## src/rtl/sio_cfg_pkg.sv

```systemverilog
package sio_cfg_pkg;

  typedef enum logic [1:0] {
    LK_LOCKED = 2'd0,
    LK_KEYED  = 2'd1,
    LK_OPEN   = 2'd2
  } lock_state_e;

  localparam logic [7:0] KEY_FIRST  = 8'h51;
  localparam logic [7:0] KEY_SECOND = 8'h23;
  localparam logic [7:0] KEY_EXIT   = 8'hBB;

  localparam logic [7:0] IX_SRST    = 8'h02;
  localparam logic [7:0] IX_BANK    = 8'h07;
  localparam logic [7:0] IX_PD_DIR  = 8'h22;
  localparam logic [7:0] IX_PD_AUTO = 8'h23;
  localparam logic [7:0] IX_ENABLE  = 8'h30;
  localparam logic [7:0] IX_BASE_HI = 8'h60;
  localparam logic [7:0] IX_BASE_LO = 8'h61;
  localparam logic [7:0] IX_MODE    = 8'hF0;

  localparam logic [7:0] BANK_LPT   = 8'h03;

  localparam int unsigned LPT_SPAN  = 3;
  localparam int unsigned OFS_DATA  = 0;
  localparam int unsigned OFS_STAT  = 1;
  localparam int unsigned OFS_CTRL  = 2;

  localparam logic [7:0] BUS_IDLE   = 8'hFF;

  typedef struct packed {
    logic [7:0] bank;
    logic       lpt_en;
    logic [7:0] base_hi;
    logic [7:0] base_lo;
    logic [7:0] mode;
    logic [7:0] pd_dir;
    logic [7:0] pd_auto;
  } cfg_regs_t;

  localparam cfg_regs_t CFG_DEFAULTS = '{
    bank:    8'h00,
    lpt_en:  1'b0,
    base_hi: 8'h03,
    base_lo: 8'h78,
    mode:    8'h00,
    pd_dir:  8'h00,
    pd_auto: 8'h00
  };

endpackage

```

## src/rtl/sio_lock_fsm.sv

```systemverilog
module sio_lock_fsm
  import sio_cfg_pkg::*;
(
  input  logic       clk,
  input  logic       rst_n,
  input  logic       port_wr,
  input  logic [7:0] wdata,
  output logic       cfg_open,
  output logic       key_wait,
  output logic [7:0] index_q
);

  lock_state_e state_q;

  always_ff @(posedge clk or negedge rst_n) begin
    if (!rst_n) begin
      state_q <= LK_LOCKED;
      index_q <= 8'h00;
    end else if (port_wr) begin
      case (state_q)
        LK_LOCKED: if (wdata == KEY_FIRST) state_q <= LK_KEYED;
        LK_KEYED:  state_q <= (wdata == KEY_SECOND) ? LK_OPEN : LK_LOCKED;
        LK_OPEN: begin
          if (wdata == KEY_EXIT) state_q <= LK_LOCKED;
          else                   index_q <= wdata;
        end
        default:   state_q <= LK_LOCKED;
      endcase
    end
  end

  assign cfg_open = (state_q == LK_OPEN);
  assign key_wait = (state_q == LK_KEYED);

endmodule

```

## src/rtl/sio_cfg_regs.sv

```systemverilog
module sio_cfg_regs
  import sio_cfg_pkg::*;
(
  input  logic        clk,
  input  logic        rst_n,
  input  logic        data_wr,
  input  logic [7:0]  index,
  input  logic [7:0]  wdata,
  output logic [7:0]  rd_val,
  output logic        lpt_en,
  output logic [15:0] lpt_base,
  output logic [7:0]  lpt_mode,
  output logic [7:0]  pd_dir,
  output logic [7:0]  pd_auto
);

  cfg_regs_t regs_q;
  logic      bank_is_lpt;

  assign bank_is_lpt = (regs_q.bank == BANK_LPT);

  always_ff @(posedge clk or negedge rst_n) begin
    if (!rst_n) begin
      regs_q <= CFG_DEFAULTS;
    end else if (data_wr) begin
      if (index == IX_SRST) begin
        if (wdata[0]) regs_q <= CFG_DEFAULTS;
      end else begin
        case (index)
          IX_BANK:    regs_q.bank    <= wdata;
          IX_PD_DIR:  regs_q.pd_dir  <= wdata;
          IX_PD_AUTO: regs_q.pd_auto <= wdata;
          default: begin
            if (bank_is_lpt) begin
              case (index)
                IX_ENABLE:  regs_q.lpt_en  <= wdata[0];
                IX_BASE_HI: regs_q.base_hi <= wdata;
                IX_BASE_LO: regs_q.base_lo <= wdata;
                IX_MODE:    regs_q.mode    <= wdata;
                default:    ;
              endcase
            end
          end
        endcase
      end
    end
  end

  always_comb begin
    rd_val = 8'h00;
    case (index)
      IX_BANK:    rd_val = regs_q.bank;
      IX_PD_DIR:  rd_val = regs_q.pd_dir;
      IX_PD_AUTO: rd_val = regs_q.pd_auto;
      default: begin
        if (bank_is_lpt) begin
          case (index)
            IX_ENABLE:  rd_val = {7'b0, regs_q.lpt_en};
            IX_BASE_HI: rd_val = regs_q.base_hi;
            IX_BASE_LO: rd_val = regs_q.base_lo;
            IX_MODE:    rd_val = regs_q.mode;
            default:    rd_val = 8'h00;
          endcase
        end
      end
    endcase
  end

  assign lpt_en   = regs_q.lpt_en;
  assign lpt_base = {regs_q.base_hi, regs_q.base_lo};
  assign lpt_mode = regs_q.mode;
  assign pd_dir   = regs_q.pd_dir;
  assign pd_auto  = regs_q.pd_auto;

endmodule

```

## src/rtl/sio_lpt_window.sv

```systemverilog
module sio_lpt_window
  import sio_cfg_pkg::*;
#(
  parameter int unsigned ADDR_W = 16
) (
  input  logic              clk,
  input  logic              rst_n,
  input  logic              enable,
  input  logic [15:0]       base,
  input  logic [ADDR_W-1:0] addr,
  input  logic              wr,
  input  logic [7:0]        wdata,
  input  logic [7:0]        status_i,
  output logic              hit,
  output logic [7:0]        rd_val,
  output logic [7:0]        data_q,
  output logic [7:0]        ctrl_q
);

  localparam logic [ADDR_W-1:0] SPAN_W = ADDR_W'(LPT_SPAN);
  localparam logic [ADDR_W-1:0] O_DATA = ADDR_W'(OFS_DATA);
  localparam logic [ADDR_W-1:0] O_STAT = ADDR_W'(OFS_STAT);
  localparam logic [ADDR_W-1:0] O_CTRL = ADDR_W'(OFS_CTRL);

  logic [ADDR_W-1:0] offset;

  assign offset = addr - ADDR_W'(base);
  assign hit    = enable && (offset < SPAN_W);

  always_ff @(posedge clk or negedge rst_n) begin
    if (!rst_n) begin
      data_q <= 8'h00;
      ctrl_q <= 8'h00;
    end else if (wr && hit) begin
      if (offset == O_DATA) data_q <= wdata;
      if (offset == O_CTRL) ctrl_q <= wdata;
    end
  end

  always_comb begin
    rd_val = BUS_IDLE;
    if (offset == O_DATA)      rd_val = data_q;
    else if (offset == O_STAT) rd_val = status_i;
    else if (offset == O_CTRL) rd_val = ctrl_q;
  end

endmodule

```

## src/rtl/sio_cfg_decoder.sv

```systemverilog
module sio_cfg_decoder
  import sio_cfg_pkg::*;
#(
  parameter int unsigned       ADDR_W   = 16,
  parameter logic [ADDR_W-1:0] CFG_ADDR = ADDR_W'(16'h03F0)
) (
  input  logic              clk,
  input  logic              rst_n,
  input  logic [ADDR_W-1:0] io_addr,
  input  logic              io_wr,
  input  logic              io_rd,
  input  logic [7:0]        io_wdata,
  output logic [7:0]        io_rdata,
  input  logic [7:0]        lpt_status_i,
  output logic [7:0]        lpt_data_o,
  output logic [7:0]        lpt_ctrl_o,
  output logic [7:0]        lpt_mode_o,
  output logic              lpt_enable_o,
  output logic [7:0]        pwr_direct_o,
  output logic [7:0]        pwr_auto_o
);

  localparam logic [ADDR_W-1:0] DATA_ADDR = CFG_ADDR + ADDR_W'(1);

  logic        sel_cfg, sel_data;
  logic        cfg_open, key_wait;
  logic [7:0]  index_q;
  logic [7:0]  cfg_rd;
  logic [15:0] lpt_base;
  logic        lpt_hit;
  logic [7:0]  lpt_rd;
  logic [7:0]  rd_next;

  assign sel_cfg  = (io_addr == CFG_ADDR);
  assign sel_data = (io_addr == DATA_ADDR);

  sio_lock_fsm u_lock (
    .clk      (clk),
    .rst_n    (rst_n),
    .port_wr  (io_wr && sel_cfg),
    .wdata    (io_wdata),
    .cfg_open (cfg_open),
    .key_wait (key_wait),
    .index_q  (index_q)
  );

  sio_cfg_regs u_regs (
    .clk      (clk),
    .rst_n    (rst_n),
    .data_wr  (io_wr && sel_data && cfg_open),
    .index    (index_q),
    .wdata    (io_wdata),
    .rd_val   (cfg_rd),
    .lpt_en   (lpt_enable_o),
    .lpt_base (lpt_base),
    .lpt_mode (lpt_mode_o),
    .pd_dir   (pwr_direct_o),
    .pd_auto  (pwr_auto_o)
  );

  sio_lpt_window #(.ADDR_W(ADDR_W)) u_lpt (
    .clk      (clk),
    .rst_n    (rst_n),
    .enable   (lpt_enable_o),
    .base     (lpt_base),
    .addr     (io_addr),
    .wr       (io_wr && !sel_cfg && !sel_data),
    .wdata    (io_wdata),
    .status_i (lpt_status_i),
    .hit      (lpt_hit),
    .rd_val   (lpt_rd),
    .data_q   (lpt_data_o),
    .ctrl_q   (lpt_ctrl_o)
  );

  always_comb begin
    if (sel_cfg)       rd_next = cfg_open ? index_q : BUS_IDLE;
    else if (sel_data) rd_next = cfg_open ? cfg_rd  : BUS_IDLE;
    else if (lpt_hit)  rd_next = lpt_rd;
    else               rd_next = BUS_IDLE;
  end

  always_ff @(posedge clk or negedge rst_n) begin
    if (!rst_n)     io_rdata <= BUS_IDLE;
    else if (io_rd) io_rdata <= rd_next;
  end

endmodule

```

## config.mk

```make
export PLATFORM = sky130hd
export DESIGN_NAME = sio_cfg_decoder
export DESIGN_NICKNAME = d
export VERILOG_FILES = /design/src/rtl/sio_cfg_pkg.sv /design/src/rtl/sio_lock_fsm.sv /design/src/rtl/sio_cfg_regs.sv /design/src/rtl/sio_lpt_window.sv /design/src/rtl/sio_cfg_decoder.sv
export SDC_FILE = /design/constraint.sdc
export NUM_CORES = 1
export LEC_CHECK = 0
export BUFFER_PORTS_ARGS = -buffer_cell sky130_fd_sc_hd__buf_2
export CAP_MARGIN = 20
export CELL_PAD_IN_SITES_DETAIL_PLACEMENT = 0
export CELL_PAD_IN_SITES_GLOBAL_PLACEMENT = 1
export CORE_UTILIZATION = 44
export CTS_CLUSTER_SIZE = 24
export DETAILED_ROUTE_END_ITERATION = 7
export PLACE_DENSITY = 0.9
export SLEW_MARGIN = 20
export SYNTH_ARGS = -nofsm -noshare
export SYNTH_HDL_FRONTEND = slang
export SYNTH_SLANG_ARGS = --single-unit
```

## constraint.sdc

```tcl
create_clock -name clk -period 3.9 [get_ports clk]
set_input_delay 0.39 -clock clk [delete_from_list [all_inputs] [get_ports clk]]
set_output_delay 0.39 -clock clk [all_outputs]
set_load 0.02 [all_outputs]
```

== Word-level counts from Yosys, hierarchy flattened ==
Index checks and enable logic that the tools add are counted.

* Input bits: 36
* Output and inout port bits: 49
* Word-level logic and storage cells: 94
* Flip-flop bits (word level): 83

* Bitwise logic cells: 1
* Magnitude comparators: 1
* Add/sub/neg operators: 1
* Equality and inequality tests: 22
* Multiplexer cells: 26
* Reduce and logical (&&, ||, !) cells: 31

{| class="wikitable"
|+ Operators with widths
! cell !! number
|-
| two-way mux 8 bit || 15
|-
| two-way mux 49 bit || 2
|-
| two-way mux 25 bit || 2
|-
| == test 16 x 10 -> 1 bit, second input constant || 2
|-
| == test 8 x 6 -> 1 bit, second input constant || 4
|-
| case mux 8 bit (4 select lines) || 1
|-
| == test 8 x 7 -> 1 bit, second input constant || 3
|-
| case mux 8 bit (3 select lines) || 1
|-
| AND reduction 5 bit || 4
|-
| == test 16 x 1 -> 1 bit, second input constant || 1
|-
| == test 16 x 2 -> 1 bit, second input constant || 1
|-
| == test 8 x 2 -> 1 bit, second input constant || 2
|-
| == test 8 bit, second input constant || 2
|-
| logical NOT 16 bit || 1
|-
| less-than comparator 16 x 2 -> 1 bit, second input constant || 1
|-
| nonzero test 2 bit || 8
|-
| subtractor 16 bit || 1
|-
| AND reduction 3 bit || 5
|-
| == test 8 x 3 -> 1 bit, second input constant || 1
|-
| logical AND 1 bit || 7
|-
| two-way mux 2 bit || 3
|-
| inequality test 2 x 1 -> 1 bit, second input constant || 3
|-
| case mux 2 bit (3 select lines) || 1
|-
| AND reduction 2 bit || 2
|-
| 8 further kinds || 9
|}

== Logic depth before layout (Yosys ltp) ==
* Word-level depth: 8
* Gate-level depth with buffers: 13
* Gate-level depth less buffers: 12

== Cells and area by module ==
A second synthesis with hierarchy kept.

* Cell total of the unflattened synthesis: 641
* Area total of the unflattened synthesis: 6160.9 um^2

{| class="wikitable"
|+ Modules (own cells, without submodules)
! module !! seq. area each (um^2) !! cells each !! area an instance (um^2) !! instances
|-
| sio_cfg_regs || 1233.7 || 294 || 3056.7 || 1
|-
| sio_lpt_window || 400.4 || 226 || 1911.8 || 1
|-
| sio_cfg_decoder || 210.2 || 88 || 721.9 || 1
|-
| sio_lock_fsm || 250.2 || 33 || 470.5 || 1
|}

== Least setup slack after synthesis ==
No wires, ideal clock.

* Kind: input to register
* Start point: in io_addr[0]
* End point: reg u_lpt.ctrl_q[0]
* Path buffers: 1
* Cell stages on the path: 13
* Setup time: 125 ps
* Slack: 787 ps
* Required time: 3775 ps
* Arrival: 2988 ps
* Cell sequence: inv_1 -> ha_1 -> inv_1 -> fa_1 -> a21o_1 -> a221oi_4 -> o21ai_2 -> a221o_1 -> a211oi_2 -> nand4_4 -> nand4bb_1 -> buf_6 -> mux2_4

* Cells in the longest elaborated chain, start to end: 6
* Elaborated cells on any way between the ends: 12
* Classes of those cells: 1 x add/sub; 1 x order compare; 3 x eq/ne; 7 x reduce/logical

{| class="wikitable"
|+ RTL lines
! what !! RTL line !! RTL
|-
| from (decl) || sio_cfg_decoder.sv:9 || <nowiki>input logic [ADDR_W-1:0] io_addr,</nowiki>
|-
| parallel branches: the longest is 5 deep, another holds subtractor 16 bit || n/a ||
|-
| AND reduction 2 bit (no source line) (*) || n/a ||
|-
| to (signal assigned) || sio_lpt_window.sv:36 || <nowiki>if (offset == O_CTRL) ctrl_q <= wdata;</nowiki>
|-
| to (decl) || sio_lpt_window.sv:17 || <nowiki>output logic [7:0] ctrl_q</nowiki>
|}

Every way passes the cells marked *.
A chain may end at the register's enable or synchronous reset.

== Final worst setup path ==
* Start point: reg u_regs.regs_q (netlist bit u_regs.lpt_base[4])
* End point: reg u_lpt.data_q[1]

* Cells in the longest elaborated chain, start to end: 5
* Elaborated cells on any way between the ends: 6
* Classes of those cells: 1 x add/sub; 1 x order compare; 4 x reduce/logical

{| class="wikitable"
|+ RTL lines
! what !! RTL line !! RTL
|-
| from (decl) || sio_cfg_regs.sv:17 || <nowiki>cfg_regs_t regs_q;</nowiki>
|-
| subtractor 16 bit (*) || sio_lpt_window.sv:27 || <nowiki>assign offset = addr - ADDR_W'(base);</nowiki>
|-
| less-than comparator 16 x 2 -> 1 bit || sio_lpt_window.sv:28 || <nowiki>assign hit = enable && (offset < SPAN_W);</nowiki>
|-
| logical AND 1 bit || sio_lpt_window.sv:28 ||
|-
| logical AND 1 bit || sio_lpt_window.sv:34 || <nowiki>end else if (wr && hit) begin</nowiki>
|-
| AND reduction 2 bit (no source line) (*) || n/a ||
|-
| to (signal assigned) || sio_lpt_window.sv:35 || <nowiki>if (offset == O_DATA) data_q <= wdata;</nowiki>
|-
| to (decl) || sio_lpt_window.sv:16 || <nowiki>output logic [7:0] data_q,</nowiki>
|}

Mark *: on every way between the ends. The rest lies on a longest branch, timed or not.

==> metrics.csv <==
metric,value,unit
Fin. Hold Viols,0,
Tcrit/Tclk final,0.895,
Fmax achieved,286,MHz
num rows,39,
CP endpoint kind,register,
status,finished with violations,
number of synthesized flops with an enable pin,0,
"top cells by area, synth","dfrtp_1, mux2_2, dfstp_2",
"FF+latch count, synth",83,
Die ar.,12400,um2
cell area after layout,5950,um2
Post-CTS Resized,0,
vias in the first global route,4380,
largest net degree at the start of global routing,84,
clk_lat worst skew,350,ps
fin. max-slew vios,0,
NumNets Final,641,
Worst-Margin Slew,1000,ps
IO Port Bufs,84,
first-pass GRT wire length,23500,um
Placer Congestion,1.01,
"Seq/Total Area, Yosys",0.397,
net count after synthesis,586,
failing checks,design-rule violations,
Yosys cell types,67,
Die Y,111,um
Worst slew margin,0.327,
commonest register cell after synthesis,dfrtp_1,
ANT cells,0,
worst-path maximum fanout,10,
Clock transition at path regs,70,ps
Final Core Density,0.514,
LEAKAGE,2.92,nW
RSZ-0062 raised after global routing,false,
Max Root-Sink Buffers,2,
share of cells above drive strength 1,0.323,
Die X-Extent,111,um
DP Area,5630,um2
critical-path cell list,inv_1 -> ha_1 -> a21o_1 -> a31o_2 -> o211a_1 -> a211oi_2 -> xor2_1 -> nand4_4 -> nand4bb_1 -> buf_4 -> mux2_4,
Setup Buffers After CTS,0,
Worst Reg-to-Reg Cells,11,
post-synth top area cell,dfrtp_1,
Period minus WS final,3490,ps
final setup fails,0,
post-DP HPWL,10800,um
CTS H-tree depth,3,
peak supply drop,0.182,mV
routed wire length per instance,19.7,um
Detailed Route WL,14500,um
Placeable Area,11600,um2
WP buf/inv,2,
cell area power density,328,nW/um2
TritonCTS clock tree,yes,
Overall Power,1.95,mW
Syn Inst Count,534,
Max Cap Violations,0,
CTS Buf Count,9,
Setup TNS,0,ps
CP max stage delay,540,ps
Fill cells,1066,
via count,4478,
Iter 0 DRT Violations,491,
Setup CP Type,reg2reg,
hold-fix buffers at CTS,0,
Syn. warnings,0,
reg-to-reg startpoint,u_regs.lpt_base[4],
Initial Utilization,0.456,
clk root buf,clkbuf_16,
First-pass DRT Iterations,8,
initial antenna violation count,0,
Required @ worst endpoint,4130,ps
GRT Util Overall,0.242,
DR DRC count,19,
top cell type's share of synthesized area,0.327,
clock skew,7.95,ps
WP data arrival,3720,ps
"Slowest-stage cell, CP",dfstp_2,
crit-path leading delay family,compound AO/OA/AOI/OAI gates,
Register-to-Register Setup Slack,410,ps
vias per cell,6.08,
RR Endpoint,u_lpt.data_q[1],
GRT overflow,0,
CP Launch Type,register,
Synth Cell Area,5280,um2
Hold Crit Class,in2async,
clk sinks,83,
I/O Pins,85,
"Async S/R FF share, synth",1.00,
Syn Area/Cell,9.88,um2
antenna-violating nets left,0,
area added between synthesis and finish,12.8,%
==> worst reg2reg max path: cells and delay by family, from the launching register on <==
family          cells  cell delay (ps)
simple gates        2              560
buf+inv             2              310
xor+xnor            1              290
fa+ha+maj           1              360
flops               1              540
compound gates      4             1020
mux                 1              300
==> cell families after synthesis <==
kind of cell	share of synthesized area
AND/OR/NAND/NOR	0.170
multiplexers	0.137
buffers and inverters	0.0690
flip-flops	0.397
AO/OA/AOI/OAI	0.176
adder cells (fa/ha/maj)	0.0394
XOR/XNOR	0.0116
==> area by class of cell <==
| type | instances | area (um2) | area share |
|---|---|---|---|
| Clock buffer | 9 | 225 | 0.0379 |
| Clock inverter | 7 | 87.6 | 0.0147 |
| Inverter | 20 | 75.1 | 0.0126 |
| Multi-Input combinational cell | 385 | 2820 | 0.473 |
| Sequential cell | 83 | 2090 | 0.352 |
| Tap cell | 143 | 179 | 0.0301 |
| Timing Repair Buffer | 90 | 472 | 0.0793 |
==> through the flow <==
step                setup slack [ps]  instances  hold WS, ps
floorplan                        787        534         94.4
global placement                 385        721          475
detailed placement               269        721          488
CTS                              424        737          267
global route                     241        737          164
finish                           409        737         87.3
==> cells in the final DEF, fill, tap and decap left out, types with 15 or more instances in the layout <==
cell / netlist / layout
buf_2: 3 / 83
nand2_1: 64 / 64
dfrtp_1: 69 / 69
mux2_4: 16 / 16
o21ai_0: 57 / 57
inv_1: 20 / 20
mux2_2: 43 / 43
nor2_1: 16 / 16
a222oi_1: 15 / 15
ha_1: 15 / 15
a21oi_1: 15 / 15
==> power by group <==
| group | leakage, nW | total, mW | internal, mW | switching (mW) |
|---|---|---|---|---|
| registers | 1.10 | 0.873 | 0.870 | 0.00259 |
| logic | 1.67 | 0.174 | 0.0615 | 0.113 |
| clock network | 0.155 | 0.906 | 0.515 | 0.391 |
==> Yosys cell counts (4+ instances only) <==
library cell and n:
a21o_1 6, a21oi_1 15, a222oi_1 15, and2_1 11, and3_1 6, buf_4 26, clkbuf_1 15, dfrtp_1 69
dfstp_2 14, ha_1 15, inv_1 20, mux2_2 43, mux2_4 16, nand2_1 64, nand3_1 11, nor2_1 16
nor2b_1 8, nor3_1 5, nor4_1 12, o211ai_1 10, o21ai_0 57, o22ai_1 8, or3_1 4, xor2_1 5
==> routing by layer <==
layer,routed length [um],global-route usage,up-vias
met4,378,0.0847,0
met3,924,0.0468,28
met1,6280,0.329,2217
met2,6940,0.387,164
li1,-,-,2069
met5,0,0,-
==> how the worst max path moves through the flow <==
stage	to	slack [ps]	from	cells past startpoint
after detailed placement	u_lpt.data_q[3]	270	io_addr[0]	14
after global placement	u_lpt.data_q[0]	390	io_addr[0]	14
after floorplan	u_lpt.ctrl_q[0]	790	io_addr[0]	13
after CTS	u_lpt.data_q[1]	420	u_regs.lpt_base[4]	11
final	u_lpt.data_q[1]	410	u_regs.lpt_base[4]	11
after global routing	u_lpt.data_q[0]	240	u_regs.lpt_base[0]	12
==> registers in the layout (all words and copies together) (netlist names) <==
name and flops:
u_lock.state_q 2, u_lock.index_q 8, u_regs.pd_dir 8, u_regs.pd_auto 8, u_lpt.data_q 8, u_regs.lpt_en 1, u_regs.regs_q 8, u_regs.lpt_base 16
u_regs.lpt_mode 8, u_lpt.ctrl_q 8, io_rdata 8
(Power assumes the default switching activity.)
